File: src/rtl/pll_loader_pkg.sv
package pll_loader_pkg;
  localparam int WORD_W = 24;
  localparam int B_W    = 13;
  localparam int A_W    = 5;

  localparam logic [1:0] TAG_CTRL = 2'd0;
  localparam logic [1:0] TAG_REF  = 2'd1;
  localparam logic [1:0] TAG_DIV  = 2'd2;

  typedef enum logic [3:0] {
    S_IDLE, S_CHK, S_REF, S_CTL, S_SETTLE, S_DIV,
    S_LK1, S_GAP, S_LK2, S_DONE
  } load_state_e;
endpackage

File: src/rtl/pll_word_calc.sv
module pll_word_calc
  import pll_loader_pkg::*;
#(
  parameter int NW = 18
) (
  input  logic [NW-1:0]     n_val,
  input  logic              presc,
  input  logic [2:0]        nflags,
  input  logic [WORD_W-1:0] r_pay,
  input  logic [WORD_W-1:0] c_pay,
  output logic [WORD_W-1:0] r_word,
  output logic [WORD_W-1:0] c_word,
  output logic [WORD_W-1:0] n_word,
  output logic              bad
);
  localparam logic [NW-1:0] B_LIMIT = NW'((1 << B_W) - 1);

  logic [NW-1:0] b_full;
  logic [3:0]    a_val;

  always_comb begin
    b_full = presc ? (n_val >> 4) : (n_val >> 3);
    a_val  = presc ? n_val[3:0] : {1'b0, n_val[2:0]};
    bad    = (b_full < NW'(a_val)) || (b_full > B_LIMIT);
    r_word = {r_pay[WORD_W-1:2], TAG_REF};
    c_word = {1'b0, presc, c_pay[21:2], TAG_CTRL};
    n_word = {nflags, b_full[B_W-1:0], 1'b0, {(A_W-4){1'b0}}, a_val, TAG_DIV};
  end
endmodule

File: src/rtl/pll_ser_shift.sv
module pll_ser_shift
  import pll_loader_pkg::*;
#(
  parameter int HALF_DIV = 4
) (
  input  logic              clk,
  input  logic              rst_n,
  input  logic              start,
  input  logic [WORD_W-1:0] word,
  output logic              sclk,
  output logic              sdata,
  output logic              sle,
  output logic              active,
  output logic              word_done
);
  localparam int DIV_W   = (HALF_DIV > 1) ? $clog2(HALF_DIV) : 1;
  localparam int PH_W    = $clog2(2 * WORD_W + 2);
  localparam int LE_PH   = 2 * WORD_W;
  localparam int LAST_PH = 2 * WORD_W + 1;

  logic              act_q, act_d;
  logic [PH_W-1:0]   ph_q, ph_d;
  logic [DIV_W-1:0]  div_q, div_d;
  logic [WORD_W-1:0] sh_q, sh_d;
  logic              tick;

  assign tick = act_q && (div_q == DIV_W'(HALF_DIV - 1));

  always_comb begin
    act_d     = act_q;
    ph_d      = ph_q;
    div_d     = div_q;
    sh_d      = sh_q;
    word_done = 1'b0;
    if (!act_q) begin
      if (start) begin
        act_d = 1'b1;
        ph_d  = '0;
        div_d = '0;
        sh_d  = word;
      end
    end else begin
      div_d = tick ? '0 : div_q + 1'b1;
      if (tick) begin
        if (ph_q == PH_W'(LAST_PH)) begin
          act_d     = 1'b0;
          word_done = 1'b1;
        end else begin
          ph_d = ph_q + 1'b1;
          if (ph_q[0] && (ph_q < PH_W'(LE_PH - 1)))
            sh_d = {sh_q[WORD_W-2:0], 1'b0};
        end
      end
    end
  end

  always_ff @(posedge clk or negedge rst_n) begin
    if (!rst_n) begin
      act_q <= 1'b0;
      ph_q  <= '0;
      div_q <= '0;
      sh_q  <= '0;
    end else begin
      act_q <= act_d;
      ph_q  <= ph_d;
      div_q <= div_d;
      sh_q  <= sh_d;
    end
  end

  assign active = act_q;
  assign sclk   = act_q && (ph_q < PH_W'(LE_PH)) && ph_q[0];
  assign sdata  = act_q && (ph_q < PH_W'(LE_PH)) && sh_q[WORD_W-1];
  assign sle    = act_q && (ph_q >= PH_W'(LE_PH));

  // no clock edge while the latch pulse is high
  p_le_no_clk_r2: assert property (@(posedge clk) disable iff (!rst_n)
    sle |-> !sclk);
  // data held for the whole high phase of the serial clock
  p_data_stable_r2: assert property (@(posedge clk) disable iff (!rst_n)
    (sclk && $past(sclk)) |-> $stable(sdata));
  // the serial clock never toggles between divider ticks
  p_sclk_rate_r10: assert property (@(posedge clk) disable iff (!rst_n)
    (act_q && $past(act_q) && (div_q != '0)) |-> $stable(sclk));
endmodule

File: src/rtl/pll_load_seq.sv
module pll_load_seq
  import pll_loader_pkg::*;
#(
  parameter int NW         = 18,
  parameter int SETTLE_CYC = 2000000,
  parameter int RETRY_CYC  = 16
) (
  input  logic              clk,
  input  logic              rst_n,
  input  logic              req_valid,
  input  logic [NW-1:0]     req_n,
  input  logic              req_presc,
  input  logic [2:0]        req_nflags,
  input  logic [WORD_W-1:0] req_r_payload,
  input  logic [WORD_W-1:0] req_c_payload,
  input  logic              lock_det,
  input  logic              calc_bad,
  input  logic [WORD_W-1:0] r_word,
  input  logic [WORD_W-1:0] c_word,
  input  logic [WORD_W-1:0] n_word,
  input  logic              sh_active,
  input  logic              sh_done,
  output logic [NW-1:0]     lat_n,
  output logic              lat_presc,
  output logic [2:0]        lat_nflags,
  output logic [WORD_W-1:0] lat_rp,
  output logic [WORD_W-1:0] lat_cp,
  output logic              sh_start,
  output logic [WORD_W-1:0] sh_word,
  output logic              busy,
  output logic              done,
  output logic              locked,
  output logic              range_err
);
  localparam int CNT_MAX = (SETTLE_CYC > RETRY_CYC) ? SETTLE_CYC : RETRY_CYC;
  localparam int CNT_W   = $clog2(CNT_MAX + 1);

  load_state_e      state_q, state_d;
  logic [CNT_W-1:0] cnt_q, cnt_d;
  logic             first_q, first_d;
  logic             lock_q, lock_d;
  logic             err_q, err_d;
  logic             accept;

  assign accept = (state_q == S_IDLE) && req_valid;

  always_comb begin
    state_d = state_q;
    cnt_d   = cnt_q;
    first_d = first_q;
    lock_d  = lock_q;
    err_d   = err_q;
    unique case (state_q)
      S_IDLE: if (req_valid) begin
        state_d = S_CHK;
        lock_d  = 1'b0;
        err_d   = 1'b0;
      end
      S_CHK: if (calc_bad) begin
        state_d = S_DONE;
        err_d   = 1'b1;
      end else begin
        state_d = S_REF;
      end
      S_REF: if (sh_done) state_d = S_CTL;
      S_CTL: if (sh_done) begin
        state_d = first_q ? S_SETTLE : S_DIV;
        cnt_d   = '0;
      end
      S_SETTLE: if (cnt_q == CNT_W'(SETTLE_CYC - 1)) state_d = S_DIV;
                else cnt_d = cnt_q + 1'b1;
      S_DIV: if (sh_done) begin
        state_d = S_LK1;
        first_d = 1'b0;
      end
      S_LK1: if (lock_det) begin
        lock_d  = 1'b1;
        state_d = S_DONE;
      end else begin
        state_d = S_GAP;
        cnt_d   = '0;
      end
      S_GAP: if (cnt_q == CNT_W'(RETRY_CYC - 1)) state_d = S_LK2;
             else cnt_d = cnt_q + 1'b1;
      S_LK2: begin
        lock_d  = lock_det;
        state_d = S_DONE;
      end
      S_DONE: state_d = S_IDLE;
      default: state_d = S_IDLE;
    endcase
  end

  always_ff @(posedge clk or negedge rst_n) begin
    if (!rst_n) begin
      state_q <= S_IDLE;
      cnt_q   <= '0;
      first_q <= 1'b1;
      lock_q  <= 1'b0;
      err_q   <= 1'b0;
    end else begin
      state_q <= state_d;
      cnt_q   <= cnt_d;
      first_q <= first_d;
      lock_q  <= lock_d;
      err_q   <= err_d;
    end
  end

  always_ff @(posedge clk or negedge rst_n) begin
    if (!rst_n) begin
      lat_n      <= '0;
      lat_presc  <= 1'b0;
      lat_nflags <= '0;
      lat_rp     <= '0;
      lat_cp     <= '0;
    end else if (accept) begin
      lat_n      <= req_n;
      lat_presc  <= req_presc;
      lat_nflags <= req_nflags;
      lat_rp     <= req_r_payload;
      lat_cp     <= req_c_payload;
    end
  end

  always_comb begin
    sh_start = !sh_active &&
               ((state_q == S_REF) || (state_q == S_CTL) || (state_q == S_DIV));
    unique case (state_q)
      S_REF:   sh_word = r_word;
      S_CTL:   sh_word = c_word;
      default: sh_word = n_word;
    endcase
  end

  assign busy      = (state_q != S_IDLE);
  assign done      = (state_q == S_DONE);
  assign locked    = lock_q;
  assign range_err = err_q;

  // busy drops the cycle after the done pulse
  p_busy_drop_r8: assert property (@(posedge clk) disable iff (!rst_n)
    done |=> !busy);
  // a request raised while busy never restarts the check
  p_no_reaccept_r8: assert property (@(posedge clk) disable iff (!rst_n)
    (busy && !done) |=> (state_q != S_CHK));
  // the settling pause happens only before any successful programming
  p_settle_first_r6: assert property (@(posedge clk) disable iff (!rst_n)
    (state_q == S_SETTLE) |-> first_q);
  // a refused request leaves the serial port quiet
  p_err_quiet_r5: assert property (@(posedge clk) disable iff (!rst_n)
    range_err |-> !sh_active);
  // the lock result does not move while idle
  p_lock_hold_r7: assert property (@(posedge clk) disable iff (!rst_n)
    (!busy && $past(!busy)) |-> $stable(locked));
  // the shifter is never launched with an unused destination code
  p_tag_valid_r1: assert property (@(posedge clk) disable iff (!rst_n)
    sh_start |-> (sh_word[1:0] != 2'b11));
endmodule

File: src/rtl/pll_prog_loader.sv
module pll_prog_loader
  import pll_loader_pkg::*;
#(
  parameter int NW         = 18,
  parameter int HALF_DIV   = 4,
  parameter int SETTLE_CYC = 2000000,
  parameter int RETRY_CYC  = 16
) (
  input  logic          clk,
  input  logic          rst_n,
  input  logic          req_valid,
  input  logic [NW-1:0] req_n,
  input  logic          req_presc,
  input  logic [2:0]    req_nflags,
  input  logic [23:0]   req_r_payload,
  input  logic [23:0]   req_c_payload,
  input  logic          lock_det,
  output logic          spi_sclk,
  output logic          spi_sdata,
  output logic          spi_le,
  output logic          busy,
  output logic          done,
  output logic          locked,
  output logic          range_err
);
  logic              rst_meta, rst_sync;
  logic [NW-1:0]     lat_n;
  logic              lat_presc;
  logic [2:0]        lat_nflags;
  logic [WORD_W-1:0] lat_rp, lat_cp;
  logic [WORD_W-1:0] r_word, c_word, n_word, sh_word;
  logic              calc_bad, sh_start, sh_active, sh_done;

  always_ff @(posedge clk or negedge rst_n) begin
    if (!rst_n) begin
      rst_meta <= 1'b0;
      rst_sync <= 1'b0;
    end else begin
      rst_meta <= 1'b1;
      rst_sync <= rst_meta;
    end
  end

  pll_load_seq #(
    .NW(NW), .SETTLE_CYC(SETTLE_CYC), .RETRY_CYC(RETRY_CYC)
  ) u_seq (
    .clk(clk), .rst_n(rst_sync),
    .req_valid(req_valid), .req_n(req_n), .req_presc(req_presc),
    .req_nflags(req_nflags), .req_r_payload(req_r_payload),
    .req_c_payload(req_c_payload), .lock_det(lock_det),
    .calc_bad(calc_bad), .r_word(r_word), .c_word(c_word), .n_word(n_word),
    .sh_active(sh_active), .sh_done(sh_done),
    .lat_n(lat_n), .lat_presc(lat_presc), .lat_nflags(lat_nflags),
    .lat_rp(lat_rp), .lat_cp(lat_cp),
    .sh_start(sh_start), .sh_word(sh_word),
    .busy(busy), .done(done), .locked(locked), .range_err(range_err)
  );

  pll_word_calc #(.NW(NW)) u_calc (
    .n_val(lat_n), .presc(lat_presc), .nflags(lat_nflags),
    .r_pay(lat_rp), .c_pay(lat_cp),
    .r_word(r_word), .c_word(c_word), .n_word(n_word), .bad(calc_bad)
  );

  pll_ser_shift #(.HALF_DIV(HALF_DIV)) u_shift (
    .clk(clk), .rst_n(rst_sync), .start(sh_start), .word(sh_word),
    .sclk(spi_sclk), .sdata(spi_sdata), .sle(spi_le),
    .active(sh_active), .word_done(sh_done)
  );
endmodule

File: config.mk
export PLATFORM = sky130hd
export DESIGN_NAME = pll_prog_loader
export DESIGN_NICKNAME = d
export VERILOG_FILES = /design/src/rtl/pll_loader_pkg.sv /design/src/rtl/pll_word_calc.sv /design/src/rtl/pll_ser_shift.sv /design/src/rtl/pll_load_seq.sv /design/src/rtl/pll_prog_loader.sv
export SDC_FILE = /design/constraint.sdc
export NUM_CORES = 1
export LEC_CHECK = 0
export CELL_PAD_IN_SITES_DETAIL_PLACEMENT = 0
export CELL_PAD_IN_SITES_GLOBAL_PLACEMENT = 1
export CORE_UTILIZATION = 49
export CTS_BUF_LIST = sky130_fd_sc_hd__clkbuf_8
export DETAILED_ROUTE_END_ITERATION = 6
export GPL_ROUTABILITY_DRIVEN = 0
export PLACE_DENSITY = 0.88
export SLEW_MARGIN = 20
export SYNTH_ARGS = -nofsm -noshare
export SYNTH_HDL_FRONTEND = slang
export SYNTH_HIERARCHICAL = 1
export SYNTH_SLANG_ARGS = --single-unit
File: constraint.sdc
create_clock -name clk -period 10.92 [get_ports clk]
set_clock_uncertainty 0.1 [all_clocks]
set_input_delay 2.184 -clock clk [delete_from_list [all_inputs] [get_ports clk]]
set_output_delay 2.184 -clock clk [all_outputs]
set_load 0.01 [all_outputs]
# After elaboration in Yosys (flattened, before gate mapping)
# Cells that the tools add are included.
# word_totals
reg_bits	131
inputBits	74
out_inout_bits	7
# op_classes
add_sub_neg	3
n_lt_le_gt_ge	5
eq_ne	27
mux	42
reduce_logical	25
# op_table
operator	count
24-bit two-way mux	5
21-bit two-way mux	4
21-bit case mux with 4 select lines	1
24-bit case mux with 2 select lines	1
4-bit two-way mux	9
4-bit case mux with 9 select lines	1
6-bit two-way mux	4
2-bit != test (second input constant)	12
21-bit by 1-bit adder with 21-bit output (second input constant)	1
21-bit equality test (second input constant)	1
21-bit by 4-bit equality test with 1-bit output (second input constant)	1
18-bit by 4-bit < comparator with 1-bit output	1
4-bit by 3-bit equality test with 1-bit output (second input constant)	4
15-bit by 13-bit > comparator with 1-bit output (second input constant)	1
15-bit two-way mux	1
6-bit < comparator (second input constant)	2
1-bit two-way mux	11
3-bit AND reduction	3
4-bit by 2-bit equality test with 1-bit output (second input constant)	2
4-bit equality test (second input constant)	2
1-bit logical AND	8
4-bit nonzero test	2
6-bit by 1-bit adder with 6-bit output (second input constant)	1
6-bit equality test (second input constant)	1
other kinds (17)	23

# Longest topological paths before layout
# Gate-level depths: netlist of run 1.
# logic_depth
word_depth	6
mapped_depth	12
depth_no_buf	10

# Modules after synthesis
# The synthesis of run 1 kept the hierarchy.
# modules_own_cells
mod	instances	cells_per_inst	area_per_inst_um2	seq_area_each_um2
pll_load_seq	1	427	4800.9	2453.6
pll_ser_shift	1	157	1697.9	825.8
pll_word_calc	1	98	748.2	0.0
pll_prog_loader	1	3	53.8	50.0

# Least setup slack after synthesis of run 1
# No wires, ideal clock.
# synth_timing
kind	reg2out
from	register u_seq.state_q[0]
to	output done
arrival_time_ns	1.259
required_time_ns	8.636
slack_ns	7.377
stages_incl_launch_ff	4
path_buffers	1
path_cell_list	dfrtp_1 > clkbuf_1 > inv_1 > nor4_1
# synth_between
elab_chain_cells	1
# synth_rtl
element	line	text
start, declared	pll_load_seq.sv:38	load_state_e state_q, state_d;
start signal, assigned	pll_load_seq.sv:102	state_q <= state_d;
4-bit equality test	pll_load_seq.sv:137	assign done = (state_q == S_DONE);
end, declared	pll_prog_loader.sv:22	output logic done,
# Every way passes these cells.

# Worst setup path after layout of run 1
# Same ends and word-level chain as after synthesis.

==> impl_metrics.tcl, run 1 <==
set metrics [dict create \
    clock_sinks 127 \
    grt_max_degree 69 \
    ff2ff_path_depth 10 \
    hold_path_depth 0 \
    p_per_area_mw_per_mm2 258 \
    drc 3 \
    postRouteAntennaNets 0 \
    ios 81 \
    violations "design-rule violations" \
    fin_crit_sh 0.406 \
    setup_tns_ps 0 \
    critPathLaunchType "flip-flop" \
    power_mw 2.03 \
    hold_viol 0 \
    fmax_mhz 226 \
    viasPerCell 5.92 \
    path_clk_slew_ps 80 \
    fin_crit_ps 4430 \
    cp-end-kind "primary output" \
    num_rows 43 \
    status "complete, but fails checks" \
    holdPathEnd "rst_sync" \
    core_mm2 0.0140 \
    grt_pass1_wl_um 25800 \
    hold_start "rst_meta" \
    cts_buffers 17 \
    initial_utilization 0.506 \
    wl_per_cell_um 17.9 \
    areaGrowthSynthToFinish_pct 11.5 \
    clockBufferDepth 2 \
    drt_iter0_drc 599 \
    place_hpwl_um 10400 \
    slew_headroom 0.282 \
    cts_hold_buffers 0 \
    antenna_found_initial 0 \
    yosysWarnings 6 \
    p_leak_nw 3.53 \
    nFillCells 1196 \
    cp.arrival_ps 2150 \
    required_ps 8640 \
    track_usage 0.221 \
    maxCapViolCount 0 \
    insertion_delay_ps 440 \
    peakVddDrop_mv 0.131 \
    slew_viol_final 0 \
    die-width_um 122 \
    syn_area_per_cell_um2 10.5 \
    dieArea_mm2 0.0149 \
    grt_pass1_vias 5073 \
    routed_wl_um 15600 \
    final_nets 762 \
    hold_class "reg2reg" \
    worstSetupPathType "reg2out" \
    cts_resized 0 \
    cts_setup_buffers 0 \
    setup_violations 0 \
    worst_pin_slew_ps 1070 \
    r2r-start "u_seq/lat_presc" \
    grt_overflow 0 \
    rsz0062_at_grt "no" \
    via_count 5175 \
    n_antenna_cell 0 \
    die_y_um 122 \
    ff_latch_area_mm2 0.00318 \
    cts_root_buf "clkbuf_8" \
    syn_area_mm2 0.00708 \
    critPathMaxFanout 16 \
    place.port_buffers 74 \
    dr.pass1.iters 7 \
    r2r_slack_ps 7410 \
    cts_tree "done" \
    synthesis.instances 673 \
    multi_input_area_mm2 0.00317 \
    drive_above_1_share 0.199 \
    cts_max_level 4 \
    rr_endpoint "u_seq/state_q[3]" \
]
-- layout make-up --
cell class | instances | area share
multi-input cells | 419 | 0.401
clock inverters | 13 | 0.0173
repair buffers | 81 | 0.100
flip-flops and latches | 127 | 0.403
clock buffers | 19 | 0.0331
inverters | 35 | 0.0166
well taps | 180 | 0.0285
-- layer usage --
layer | track usage | routed length [µm] | vias to the layer above
li1 | - | - | 2418
met5 | 0 | 0 | -
met3 | 0.0507 | 754 | 10
met1 | 0.299 | 7100 | 2606
met4 | 0.0617 | 119 | 0
met2 | 0.356 | 7630 | 141
-- power breakdown --
part	switching, mW	internal [mW]	total, mW
clock network	0.191	0.215	0.406
registers	0.160	0.655	0.815
logic	0.415	0.398	0.813
total	0.766	1.27	2.03
-- state kept, by name, indices dropped and copies added, names as in the netlist, 2 cells and up --
name,flops
u_seq/lat_nflags,3
u_shift/ph_q,6
u_seq/state_q,4
u_shift/div_q,2
u_seq/cnt_q,21
u_seq/lat_rp,22
u_seq/lat_cp,20
u_seq/lat_n,18
u_shift/sh_q,24
-- cell usage in the layout (no fill, tap or decap), types with 3 or more instances in the layout --
cell type / n
dfrtp_1: 125
clkdlybuf4s50_1: 74
mux2_2: 74
o21ai_0: 48
inv_1: 36
nor2_1: 29
nand2_1: 27
mux2i_1: 27
o31ai_1: 25
a222oi_1: 24
clkbuf_8: 19
a21oi_1: 13
nand4_1: 12
o21ai_1: 12
nand3_1: 11
conb_1: 10
o21ai_2: 10
and3_1: 8
buf_4: 7
nor4_1: 7
ha_1: 7
nor3_1: 6
a31oi_1: 5
nand2b_1: 4
and2_1: 4
or3_1: 4
o41ai_1: 4
nor2b_1: 4
inv_6: 3
clkinv_2: 3
clkinvlp_4: 3
a32o_1: 3
xor2_1: 3
-- per-stage QoR --
stage | hold WS (ps) | setup slack [ps] | cells | util | cell area (µm²)
floorplan | 231 | 7020 | 680 | - | 7110
global placement | 239 | 6790 | 842 | 0.536 | 7490
detailed placement | 242 | 6730 | 842 | 0.536 | 7490
CTS | 246 | 6470 | 874 | 0.564 | 7890
global route | 247 | 6370 | 874 | 0.564 | 7900
finish | 243 | 6490 | 874 | 0.564 | 7900
-- worst max path at each step --
| stage | start | end |
|---|---|---|
| finish | u_seq/state_q[0] | done |
| floorplan | rst_sync | u_seq/cnt_q[0] |
| detailed placement | lock_det | u_seq/cnt_q[6] |
| global placement | lock_det | u_seq/cnt_q[15] |
| CTS | u_seq/state_q[0] | done |
| global route | u_seq/state_q[0] | done |
-- worst max-delay path, cell delays in order (launching register included) --
cell,delay (ps)
dfrtp_1,620
inv_1,220
nor4_1,300
clkdlybuf4s50_1,580
No activity file was read; power rests on OpenSTA's default activity.
==> run 2, diff against run 1 <==
--- a/config.mk
+++ b/config.mk
@@ -7,11 +7,11 @@
 export LEC_CHECK = 0
 export CELL_PAD_IN_SITES_DETAIL_PLACEMENT = 0
 export CELL_PAD_IN_SITES_GLOBAL_PLACEMENT = 1
-export CORE_UTILIZATION = 49
+export CORE_UTILIZATION = 42
 export CTS_BUF_LIST = sky130_fd_sc_hd__clkbuf_8
 export DETAILED_ROUTE_END_ITERATION = 6
 export GPL_ROUTABILITY_DRIVEN = 0
-export PLACE_DENSITY = 0.88
+export PLACE_DENSITY = 0.81
 export SLEW_MARGIN = 20
 export SYNTH_ARGS = -nofsm -noshare
 export SYNTH_HDL_FRONTEND = slang
==> constraint.sdc (replaced) <==
create_clock -name clk -period 3.85 [get_ports clk]
set_clock_uncertainty 0.1 [all_clocks]
set_input_delay 0.77 -clock clk [delete_from_list [all_inputs] [get_ports clk]]
set_output_delay 0.77 -clock clk [all_outputs]
set_load 0.01 [all_outputs]
==> impl_metrics.tcl, run 2 (same netlist as run 1, synthesis figures left out) <==
set metrics [dict create \
    fin_crit_sh 0.803 \
    core_mm2 0.0165 \
    dieArea_mm2 0.0174 \
    worst_pin_slew_ps 808 \
    insertion_delay_ps 450 \
    place_inst 885 \
    cp.arrival_ps 2220 \
    initial_utilization 0.429 \
    grt_pass1_vias 5183 \
    dr.pass1.iters 5 \
    final_nets 765 \
    track_usage 0.184 \
    layout_commonest_cell "dfrtp_1" \
    final_core_util 0.484 \
    cts_resized 0 \
    ios 81 \
    die-width_um 132 \
    slew_headroom 0.462 \
    hold_viol 0 \
    cts_setup_buffers 0 \
    setup_violations 0 \
    power_mw 5.80 \
    p_leak_nw 3.54 \
    reg_top3 "u_shift/sh_q: 24 flops, u_seq/lat_rp: 22 flops, u_seq/cnt_q: 21 flops" \
    cts_hold_buffers 0 \
    routed_wl_um 15400 \
    maxCapViolCount 0 \
    drt_iter0_drc 462 \
    die_y_um 132 \
    setup_tns_ps 0 \
    clock_sinks 127 \
    grt_max_degree 65 \
    ff2ff_path_depth 10 \
    via_count 5219 \
    grt_overflow 0 \
    slew_viol_final 0 \
    final_area_mm2 0.00799 \
    holdWs_ps 229 \
    cp-end-kind "primary output" \
    rr_endpoint "u_seq/state_q[3]" \
    cts_root_buf "clkbuf_8" \
    n_antenna_cell 0 \
    fmax_mhz 323 \
    clockBufferDepth 2 \
    path_clk_slew_ps 70 \
    r2r_slack_ps 780 \
    worstSetupPathType "reg2out" \
    viasPerCell 5.69 \
    postRouteAntennaNets 0 \
    cts_buffers 17 \
    largest_reg_flops 24 \
    final_cell_mix "dfrtp_1, clkdlybuf4s50_1, mux2_2" \
    num_rows 47 \
    hold_class "reg2async" \
    critPathMaxFanout 16 \
    drive_above_1_share 0.204 \
    peakVddDrop_mv 0.317 \
    pre_cts_ws_ps 857 \
    antenna_found_initial 0 \
    drc 0 \
    place_hpwl_um 10500 \
    cts_max_level 4 \
    top_register "u_shift/sh_q" \
    cts_tree "done" \
    areaGrowthSynthToFinish_pct 12.8 \
    grt_pass1_wl_um 25700 \
    wl_per_cell_um 16.7 \
    critPathLaunchType "flip-flop" \
    status "complete, no violations" \
    place_area_mm2 0.00756 \
    rsz0062_at_grt "no" \
    setup_slack_ps 757 \
    p_per_area_mw_per_mm2 726 \
    stdcell_count 917 \
    fin_crit_ps 3090 \
    place.port_buffers 74 \
    required_ps 2980 \
    r2r-start "u_seq/lat_presc" \
]
[run 2: cell types whose count changed in the layout (fill, tap and decap cells not counted), sizes merged]
cell | before | now
clkinv | 4 | 3
buf | 7 | 10
clkinvlp | 3 | 4
inv | 39 | 37
clkbuf | 19 | 21
[run 2: worst max-delay path by stage]
stage | from | to | slack (ps) | depth (start not counted)
6_report | u_seq/state_q[0] | done | 760 | 3
5_1_grt | u_seq/state_q[0] | done | 600 | 3
4_1_cts | u_seq/state_q[0] | done | 750 | 3
3_5_place_dp | u_seq/lat_presc | u_seq/state_q[3] | 860 | 10
3_3_place_gp | u_seq/lat_presc | u_seq/state_q[1] | 860 | 9
2_1_floorplan | u_seq/lat_presc | u_seq/state_q[1] | 1000 | 11
[run 2: layer usage]
metal	up-vias	track usage	part of all wire
met4	0	0.0698	0.011
met3	18	0.0408	0.052
li1	2438	-	-
met2	189	0.287	0.48
met5	-	0	0
met1	2574	0.251	0.46
[run 2: critical path: stages (launching register included)]
cell and delay (ps):
dfrtp_1 650, inv_1 230, nor4_1 310, clkdlybuf4s50_1 580
[run 2: final cells by class]
cell class	count	area, µm²
timing repair buffer	84	816
clock buffer	21	289
sequential	127	3180
clock inverter	11	130
tap	220	275
inverter	35	131
fill	1481	8530
multi-input combinational	419	3170
[run 2: where the power goes]
group          internal [mW]  total, mW  leakage [nW]  switching [mW]
logic                   1.14       2.32          1.76            1.18
clock network          0.648       1.20         0.201           0.549
registers               1.86       2.28          1.58           0.426
total                   3.65       5.80          3.54            2.16
==> run 3, diff against run 2 <==
--- a/config.mk
+++ b/config.mk
@@ -7,11 +7,11 @@
 export LEC_CHECK = 0
 export CELL_PAD_IN_SITES_DETAIL_PLACEMENT = 0
 export CELL_PAD_IN_SITES_GLOBAL_PLACEMENT = 1
-export CORE_UTILIZATION = 42
+export CORE_UTILIZATION = 46
 export CTS_BUF_LIST = sky130_fd_sc_hd__clkbuf_8
 export DETAILED_ROUTE_END_ITERATION = 6
 export GPL_ROUTABILITY_DRIVEN = 0
-export PLACE_DENSITY = 0.81
+export PLACE_DENSITY = 0.84
 export SLEW_MARGIN = 20
 export SYNTH_ARGS = -nofsm -noshare
 export SYNTH_HDL_FRONTEND = slang
==> constraint.sdc (replaced) <==
create_clock -name clk -period 3.2 [get_ports clk]
set_clock_uncertainty 0.1 [all_clocks]
set_input_delay 0.64 -clock clk [delete_from_list [all_inputs] [get_ports clk]]
set_output_delay 0.64 -clock clk [all_outputs]
set_load 0.01 [all_outputs]
==> impl_metrics.tcl, run 3 (same netlist as run 1, synthesis figures left out) <==
set metrics [dict create \
    status "complete, but fails checks" \
    violations "design-rule violations" \
    n_antenna_cell 0 \
    num_rows 44 \
    cts_resized 0 \
    setup_tns_ps 0 \
    p_leak_nw 3.54 \
    viasPerCell 5.87 \
    via_count 5193 \
    grt_max_degree 94 \
    final_core_util 0.538 \
    reg_top3 "u_shift/sh_q: 24 flops, u_seq/lat_rp: 22 flops, u_seq/cnt_q: 21 flops" \
    maxCapViolCount 0 \
    p_per_area_mw_per_mm2 870 \
    peakVddDrop_mv 0.352 \
    place_inst 853 \
    fin_crit_sh 0.907 \
    antenna_found_initial 0 \
    grt_pass1_wl_um 26800 \
    pre_cts_ws_ps 329 \
    critPathLaunchType "flip-flop" \
    core_mm2 0.0148 \
    setup_violations 0 \
    areaGrowthSynthToFinish_pct 12.1 \
    worst_pin_slew_ps 825 \
    place_area_mm2 0.00756 \
    rsz0062_at_grt "no" \
    hold_class "reg2async" \
    cts_max_level 4 \
    grt_overflow 0 \
    place_hpwl_um 10500 \
    wl_per_cell_um 17.6 \
    final_area_mm2 0.00794 \
    setup_slack_ps 298 \
    nFillCells 1319 \
    routed_wl_um 15600 \
    clock_sinks 127 \
    path_delay_family "buffers and inverters" \
    stdcell_count 885 \
    dieArea_mm2 0.0159 \
    track_usage 0.212 \
    slew_headroom 0.450 \
    final_cell_mix "dfrtp_1, clkdlybuf4s50_1, mux2_2" \
    hold_viol 0 \
    cts_hold_buffers 0 \
    slew_viol_final 0 \
    critPathMaxFanout 9 \
    cp_slowest_stage_delay_ps 590 \
    cts_buffers 17 \
    drive_above_1_share 0.207 \
    cts_root_buf "clkbuf_8" \
    fmax_mhz 345 \
    clockBufferDepth 2 \
    insertion_delay_ps 450 \
    drc 8 \
    largest_reg_flops 24 \
    cts_tree "done" \
    crit_slowest_cell "clkdlybuf4s50_1" \
    final_nets 769 \
    layout_commonest_cell "dfrtp_1" \
    cts_setup_buffers 0 \
    worst-path-stages 4 \
    worstSetupPathType "reg2out" \
    postRouteAntennaNets 0 \
    drt_iter0_drc 481 \
    cp_cell_sequence "buf_4 > inv_1 > nor4_1 > clkdlybuf4s50_1" \
    path_clk_slew_ps 80 \
    cp-end-kind "primary output" \
    initial_utilization 0.480 \
    required_ps 2460 \
    grt_pass1_vias 5368 \
    top_register "u_shift/sh_q" \
    ios 81 \
    ff2ff_path_depth 10 \
    critPathBufInv 3 \
    place.port_buffers 74 \
    fin_crit_ps 2900 \
    die-width_um 126 \
    dr.pass1.iters 7 \
    cp.arrival_ps 2160 \
    die_y_um 126 \
]
[run 3: area by class of cell]
cell class	instances	area, µm²	share of cell area
timing repair buffer	88	858	0.108
inverter	35	131	0.0165
tap	184	230	0.0290
clock inverter	14	133	0.0167
multi-input combinational	419	3160	0.398
sequential	127	3180	0.401
clock buffer	18	248	0.0312
[run 3: where the power goes]
group / leakage (nW) / internal [mW] / switching [mW]
registers: 1.58 / 2.24 / 0.496
logic: 1.78 / 1.40 / 1.45
clock network: 0.175 / 0.642 / 0.685
total: 3.54 / 4.28 / 2.63
[run 3: final timing paths]
kind	startpoint	to	slack [ps]
max	u_seq/state_q[0]	done	300
min	rst_sync	u_seq/cnt_q[8]	180
max reg2reg	u_seq/lat_presc	u_seq/state_q[1]	310
min reg2reg	rst_sync	u_seq/cnt_q[8]	180
max in group asynchronous	rst_sync	u_seq/first_q	1970
min in group clk	rst_meta	rst_sync	250
[run 3: worst reg2reg max path: cells and delay by family, from the launching register on]
kind | cells | cell delay (ps)
buffers and inverters | 1 | 200
DFF | 1 | 460
adders and majority gates | 1 | 300
muxes | 1 | 380
and+or+nand+nor | 3 | 260
AOI/OAI and AO/OA | 4 | 1080
[run 3: per-layer routing]
metal	track usage	part of all wire	vias to the layer above
met5	0	0	-
met4	0.0765	0.012	0
met3	0.0463	0.047	18
met2	0.333	0.48	127
met1	0.288	0.46	2608
li1	-	-	2440
[run 3: per-stage QoR]
stage | hold WS (ps) | total power, mW
6_report | 185 | 6.91
3_5_place_dp | 203 | 5.60
2_1_floorplan | 231 | 5.21
4_1_cts | 203 | 6.95
5_1_grt | 232 | 7.41
3_3_place_gp | 193 | 5.48
